$ cat src/rtl/wlg_pkg.sv
package wlg_pkg;

    localparam int unsigned WLG_ADDR_W = 32;
    localparam int unsigned WLG_DATA_W = 32;

    localparam logic [31:0] WLG_LOCK_ADDR   = 32'h02D0_5000;
    localparam logic [31:0] WLG_ARM_CODE    = 32'h4C6F_436B;
    localparam logic [31:0] WLG_DISARM_CODE = 32'h6F50_654E;
    localparam logic [31:0] WLG_WIN_LO      = 32'h02D0_0000;
    localparam logic [31:0] WLG_WIN_HI      = 32'h02D0_4FFF;
    localparam logic [31:0] WLG_DESC_LO     = 32'h02D0_8000;
    localparam logic [31:0] WLG_DESC_HI     = 32'h02D0_9FFF;

    typedef enum logic {
        ST_OPEN   = 1'b0,
        ST_LOCKED = 1'b1
    } lock_state_t;

    typedef struct packed {
        logic is_lock_reg;
        logic in_window;
        logic in_desc;
        logic pwr_sel;
    } wr_class_t;

    function automatic logic in_range(input logic [31:0] a,
                                      input logic [31:0] lo,
                                      input logic [31:0] hi);
        return (a >= lo) && (a <= hi);
    endfunction

    function automatic logic is_protected(input wr_class_t c);
        return !c.is_lock_reg && (c.in_window || c.in_desc || c.pwr_sel);
    endfunction

endpackage

$ cat src/rtl/wlg_addr_decode.sv
module wlg_addr_decode
    import wlg_pkg::*;
#(
    parameter int unsigned  ADDR_W    = WLG_ADDR_W,
    parameter logic [31:0]  LOCK_ADDR = WLG_LOCK_ADDR,
    parameter logic [31:0]  WIN_LO    = WLG_WIN_LO,
    parameter logic [31:0]  WIN_HI    = WLG_WIN_HI,
    parameter logic [31:0]  DESC_LO   = WLG_DESC_LO,
    parameter logic [31:0]  DESC_HI   = WLG_DESC_HI
) (
    input  logic [ADDR_W-1:0] addr,
    input  logic              pwr_sel,
    output wr_class_t         cls
);
    logic [31:0] a32;

    always_comb begin
        a32             = 32'(addr);
        cls.is_lock_reg = (a32 == LOCK_ADDR);
        cls.in_window   = in_range(a32, WIN_LO, WIN_HI);
        cls.in_desc     = in_range(a32, DESC_LO, DESC_HI);
        cls.pwr_sel     = pwr_sel;
    end
endmodule

$ cat src/rtl/wlg_lock_state.sv
module wlg_lock_state
    import wlg_pkg::*;
#(
    parameter int unsigned  DATA_W      = WLG_DATA_W,
    parameter logic [31:0]  ARM_CODE    = WLG_ARM_CODE,
    parameter logic [31:0]  DISARM_CODE = WLG_DISARM_CODE,
    localparam int unsigned STRB_W      = DATA_W / 8
) (
    input  logic              clk,
    input  logic              rst,
    input  logic              hit,
    input  logic [DATA_W-1:0] data,
    input  logic [STRB_W-1:0] strb,
    output lock_state_t       state
);
    logic full_lanes;
    logic arm_hit;
    logic disarm_hit;

    always_comb begin
        full_lanes = (strb == {STRB_W{1'b1}});
        arm_hit    = hit && full_lanes && (data == DATA_W'(ARM_CODE));
        disarm_hit = hit && full_lanes && (data == DATA_W'(DISARM_CODE));
    end

    always_ff @(posedge clk) begin
        if (rst) begin
            state <= ST_OPEN;
        end else if (arm_hit) begin
            state <= ST_LOCKED;
        end else if (disarm_hit) begin
            state <= ST_OPEN;
        end
    end
endmodule

$ cat src/rtl/wlg_wr_filter.sv
module wlg_wr_filter
    import wlg_pkg::*;
(
    input  logic        clk,
    input  logic        rst,
    input  logic        wr_valid,
    input  wr_class_t   cls,
    input  lock_state_t state,
    output logic        fwd,
    output logic        lock_hit,
    output logic        violation
);
    logic blocked;

    always_comb begin
        lock_hit = wr_valid && cls.is_lock_reg;
        blocked  = wr_valid && (state == ST_LOCKED) && is_protected(cls);
        fwd      = wr_valid && !cls.is_lock_reg && !blocked;
    end

    always_ff @(posedge clk) begin
        if (rst) begin
            violation <= 1'b0;
        end else begin
            violation <= blocked;
        end
    end
endmodule

$ cat src/rtl/wr_lock_gate.sv
module wr_lock_gate
    import wlg_pkg::*;
#(
    parameter int unsigned  ADDR_W      = WLG_ADDR_W,
    parameter int unsigned  DATA_W      = WLG_DATA_W,
    parameter logic [31:0]  LOCK_ADDR   = WLG_LOCK_ADDR,
    parameter logic [31:0]  ARM_CODE    = WLG_ARM_CODE,
    parameter logic [31:0]  DISARM_CODE = WLG_DISARM_CODE,
    parameter logic [31:0]  WIN_LO      = WLG_WIN_LO,
    parameter logic [31:0]  WIN_HI      = WLG_WIN_HI,
    parameter logic [31:0]  DESC_LO     = WLG_DESC_LO,
    parameter logic [31:0]  DESC_HI     = WLG_DESC_HI,
    localparam int unsigned STRB_W      = DATA_W / 8
) (
    input  logic              clk,
    input  logic              rst,
    input  logic              host_wr_valid,
    input  logic [ADDR_W-1:0] host_wr_addr,
    input  logic [DATA_W-1:0] host_wr_data,
    input  logic [STRB_W-1:0] host_wr_strb,
    input  logic              host_wr_pwr_sel,
    input  logic              host_rd_valid,
    input  logic [ADDR_W-1:0] host_rd_addr,
    output logic [DATA_W-1:0] host_rd_data,
    output logic              dn_wr_valid,
    output logic [ADDR_W-1:0] dn_wr_addr,
    output logic [DATA_W-1:0] dn_wr_data,
    output logic [STRB_W-1:0] dn_wr_strb,
    output logic              dn_wr_pwr_sel,
    output logic              dn_rd_valid,
    output logic [ADDR_W-1:0] dn_rd_addr,
    input  logic [DATA_W-1:0] dn_rd_data,
    output logic              locked,
    output logic              wr_violation
);
    wr_class_t   wr_cls;
    wr_class_t   rd_cls;
    lock_state_t lock_st;
    logic        wr_fwd;
    logic        wr_lock_hit;

    wlg_addr_decode #(
        .ADDR_W(ADDR_W), .LOCK_ADDR(LOCK_ADDR), .WIN_LO(WIN_LO),
        .WIN_HI(WIN_HI), .DESC_LO(DESC_LO), .DESC_HI(DESC_HI)
    ) u_wr_dec (
        .addr(host_wr_addr), .pwr_sel(host_wr_pwr_sel), .cls(wr_cls)
    );

    wlg_addr_decode #(
        .ADDR_W(ADDR_W), .LOCK_ADDR(LOCK_ADDR), .WIN_LO(WIN_LO),
        .WIN_HI(WIN_HI), .DESC_LO(DESC_LO), .DESC_HI(DESC_HI)
    ) u_rd_dec (
        .addr(host_rd_addr), .pwr_sel(1'b0), .cls(rd_cls)
    );

    wlg_wr_filter u_filter (
        .clk(clk), .rst(rst), .wr_valid(host_wr_valid), .cls(wr_cls),
        .state(lock_st), .fwd(wr_fwd), .lock_hit(wr_lock_hit),
        .violation(wr_violation)
    );

    wlg_lock_state #(
        .DATA_W(DATA_W), .ARM_CODE(ARM_CODE), .DISARM_CODE(DISARM_CODE)
    ) u_lock (
        .clk(clk), .rst(rst), .hit(wr_lock_hit), .data(host_wr_data),
        .strb(host_wr_strb), .state(lock_st)
    );

    always_comb begin
        locked        = (lock_st == ST_LOCKED);
        dn_wr_valid   = wr_fwd;
        dn_wr_addr    = host_wr_addr;
        dn_wr_data    = host_wr_data;
        dn_wr_strb    = host_wr_strb;
        dn_wr_pwr_sel = host_wr_pwr_sel;
        dn_rd_valid   = host_rd_valid && !rd_cls.is_lock_reg;
        dn_rd_addr    = host_rd_addr;
        if (rd_cls.is_lock_reg) begin
            host_rd_data = DATA_W'(locked);
        end else begin
            host_rd_data = dn_rd_data;
        end
    end
endmodule

$ cat config.mk
export PLATFORM = sky130hd
export DESIGN_NAME = wr_lock_gate
export DESIGN_NICKNAME = d
export VERILOG_FILES = /design/src/rtl/wlg_pkg.sv /design/src/rtl/wlg_addr_decode.sv /design/src/rtl/wlg_lock_state.sv /design/src/rtl/wlg_wr_filter.sv /design/src/rtl/wr_lock_gate.sv
export SDC_FILE = /design/constraint.sdc
export NUM_CORES = 1
export LEC_CHECK = 0
export ABC_AREA = 1
export CAP_MARGIN = 20
export CORE_AREA = 2 2 105 107
export CTS_BUF_LIST = sky130_fd_sc_hd__clkbuf_4 sky130_fd_sc_hd__clkbuf_8
export CTS_CLUSTER_DIAMETER = 60
export CTS_CLUSTER_SIZE = 28
export DETAILED_ROUTE_END_ITERATION = 7
export DIE_AREA = 0 0 107 109
export GPL_TIMING_DRIVEN = 0
export PLACE_DENSITY = 0.73
export SLEW_MARGIN = 20
export SYNTH_ARGS = -nofsm -noshare
export SYNTH_HDL_FRONTEND = slang
export SYNTH_SLANG_ARGS = --single-unit
$ cat constraint.sdc
create_clock -name clk -period 4.2 [get_ports clk]
set_input_delay 1.26 -clock clk [delete_from_list [all_inputs] [get_ports clk]]
set_output_delay 1.26 -clock clk [all_outputs]
set_load 0.03 [all_outputs]
==> results.yml <==
setup_path:
  crit_cells: 9
  r2r_cells: 4
  cpPeakStageDelay_ns: 0.44
  cp_num_buf_inv: 5
  cpMaxStageDelayCell: "clkdlybuf4s50_1"
  cp-end-kind: "primary output"
  crit_chain: "clkdlybuf4s50_1, nor4_2, and3b_1, nand2_2, inv_2, buf_12, buf_8, nor2_1, clkbuf_4"
  arrival_ns: 2.84
  critPathRequiredTime_ns: 2.94
  critical_path.top_delay_family: "buffers and inverters"
  path_class: "in2out"
  cp-start-kind: "input pin"
  crit_fanout: 10
route:
  ant_nets: 0
  drtIter0Drc: 65
  num_vias: 2725
  wl_per_cell_um: 11.53
  avgViaCountPerCell: 3.759
  drt_wl_total_um: 8358
  firstDrtPassIters: 4
  drc: 0
placement:
  placed_cells: 720
  dpl.hpwl_um: 7595
  gp_congestion: 0.7555
  dp_slack_ns: -0.4434
  portBuffers: 273
sta:
  rsz0062_at_grt: "false"
  fmax_mhz: 244.2
  fin_skew_ns: 0.0001454
  finalHoldViolations: 0
  relSlewSlack_pct: 76.32
  worstMarginPinSlew_ns: 0.3541
  fin_setup_tns_ns: 0
  period_needed_ns: 4.095
  fin_ws_ns: 0.1047
  setup_viol: 0
  post-route-period-util_pct: 97.51
  finalMaxSlewViolations: 0
run_status:
  status: "complete, no violations"
synth:
  synth_cell_type_count: 21
  synth_top_area_share_pct: 44.72
  ys_seq_area_share_pct: 2.362
  ys_ff_latch: 2
  async_reset_ff_share_pct: 0
  synth.avg_cell_area_um2: 5.522
  synth_area_leaders: "buf_4 (45%), nor2_1 (15%), inv_1 (12%)"
  yosysMostFrequentCell: "buf_4"
  synthCells: 307
  netlist_area_um2: 1695
  yosysWarnings: 0
  ys.flop_type: "dfxtp_1"
  synth_edf_count: 0
  synth_top_cells_by_count: "buf_4 (101), nor2_1 (68), inv_1 (52), nand2_1 (34), nand4_1 (11)"
  synth_top_area_cell: "buf_4"
  syn-num-nets: 444
power_and_ir_drop:
  ir_worst_vdd_v: 0.00007475
  total_power_mw: 0.6110
  power_density_nw_per_um2: 133.2
  leakage_nw: 2.210
global_routing:
  grt_max_degree: 11
  antenna_found_initial: 0
  grt-ovfl-total: 0
  track_usage_pct: 12.83
  grt_pass1_vias: 2643
  grt_pass1_wl_um: 11940
floorplanning:
  dieArea_um2: 11660
  ios: 274
  fp.dieW_um: 107
  rows: 38
  die_h_um: 109
  initial_utilization_pct: 15.99
  coreArea_um2: 10600
cts:
  numClockSinks: 2
  cts.reportedPaths.clkPinSlew_ns: 0.03
  clockBufferDepth: 2
  cts_hold_buf: 0
  cts_made_buffers: 3
  cts_tree: "yes"
  cts_root_buffer: "clkbuf_8"
  clk_latency_ns: 0.21
  cts_max_level: 1
finish:
  drive_gt1_share_pct: 26.67
  stdcell_count: 725
  fin_util_pct: 43.25
  syn_to_final_growth_pct: 170.5
  nets: 724
  n_antenna_cell: 0
min_path:
  hp-class: "reg2reg"
  hold_path_depth: 2
flow_run:
  drv_cap: 0
==> worst reg2reg max path, stage by stage, from the launching register on <==
cell     delay [ns]
dfxtp_1        0.39
inv_1          0.09
nor2_1         0.10
nand2_1        0.07
nor2_1         0.08
==> timing repair <==
item,CTS,global route
pin swaps,2,6
buffers inserted,2,0
setup endpoints to repair,34,32
gates resized for setup,177,28
==> metrics by stage <==
stage | instance area [um2] | hold WS (ns)
after floorplan | 1695 | 0.6000
after global placement | 4603 | 0.5138
after detailed placement | 4603 | 0.5269
after CTS | 4542 | 0.5309
after global routing | 4586 | 0.5822
final | 4586 | 0.5180
==> flip-flops by register name (all words and copies together), names as in the netlist <==
name / cells
u_filter.violation: 1
u_lock.state: 1
==> worst paths after layout <==
| path | from | endpoint | slack [ns] |
|---|---|---|---|
| worst min-delay path | u_lock.state | u_lock.state | 0.52 |
| worst max register to register | u_lock.state | u_filter.violation | 3.40 |
| worst min register to register | u_lock.state | u_lock.state | 0.52 |
| worst max-delay path | host_rd_addr[11] | host_rd_data[13] | 0.10 |
==> final cells by class <==
class / count / area (um2)
Timing Repair Buffer: 275 / 2639
Multi-Input combinational cell: 148 / 691.9
Clock buffer: 3 / 41.29
Inverter: 53 / 198.9
Tap cell: 140 / 175.2
Fill cell: 1076 / 6017
Buffer: 104 / 799.5
Sequential cell: 2 / 40.04
==> report_power, final <==
group          switching, mW  internal (mW)
combinational          0.239          0.278
sequential                 0         0.0192
clock                 0.0144         0.0605
==> cells in the final DEF, fill, tap and decap left out <==
cell,instances
buf_4,111
dlymetal6s2s_1,9
nor2_1,65
nor3_1,3
a21oi_1,3
nor3_2,1
nor2_4,1
nand3_1,8
nor4_2,2
clkbuf_8,3
inv_1,52
nand3_2,1
nor4b_1,1
nand2_1,33
buf_6,1
nor4_1,4
and3b_1,1
or2_2,1
buf_2,23
buf_8,2
o21ai_0,4
buf_12,1
clkdlybuf4s50_1,226
nand3b_1,2
dfxtp_1,2
nand4_1,11
inv_2,1
clkbuf_4,1
dlygate4sd2_1,4
clkdlybuf4s15_2,1
nand2_2,1
nor3b_1,1
nor2_2,5
==> cells by family after synthesis <==
| kind of cell | Yosys count | share of synthesized area [%] |
|---|---|---|
| buffers and inverters | 157 | 58.45 |
| AO/OA/AOI/OAI | 7 | 2.066 |
| AND/OR/NAND/NOR | 141 | 37.12 |
| flip-flops | 2 | 2.362 |
==> layer usage <==
layer | share of wire (%) | vias up | wire [um] | GRT usage, %
met5 | 0 | - | 0 | 0
met4 | 0.81 | 0 | 68 | 3.340
met3 | 11 | 2 | 912 | 4.543
met2 | 53 | 151 | 4396 | 24.75
met1 | 36 | 1179 | 2980 | 13.12
li1 | - | 1393 | - | -
(Power assumes the default switching activity.)
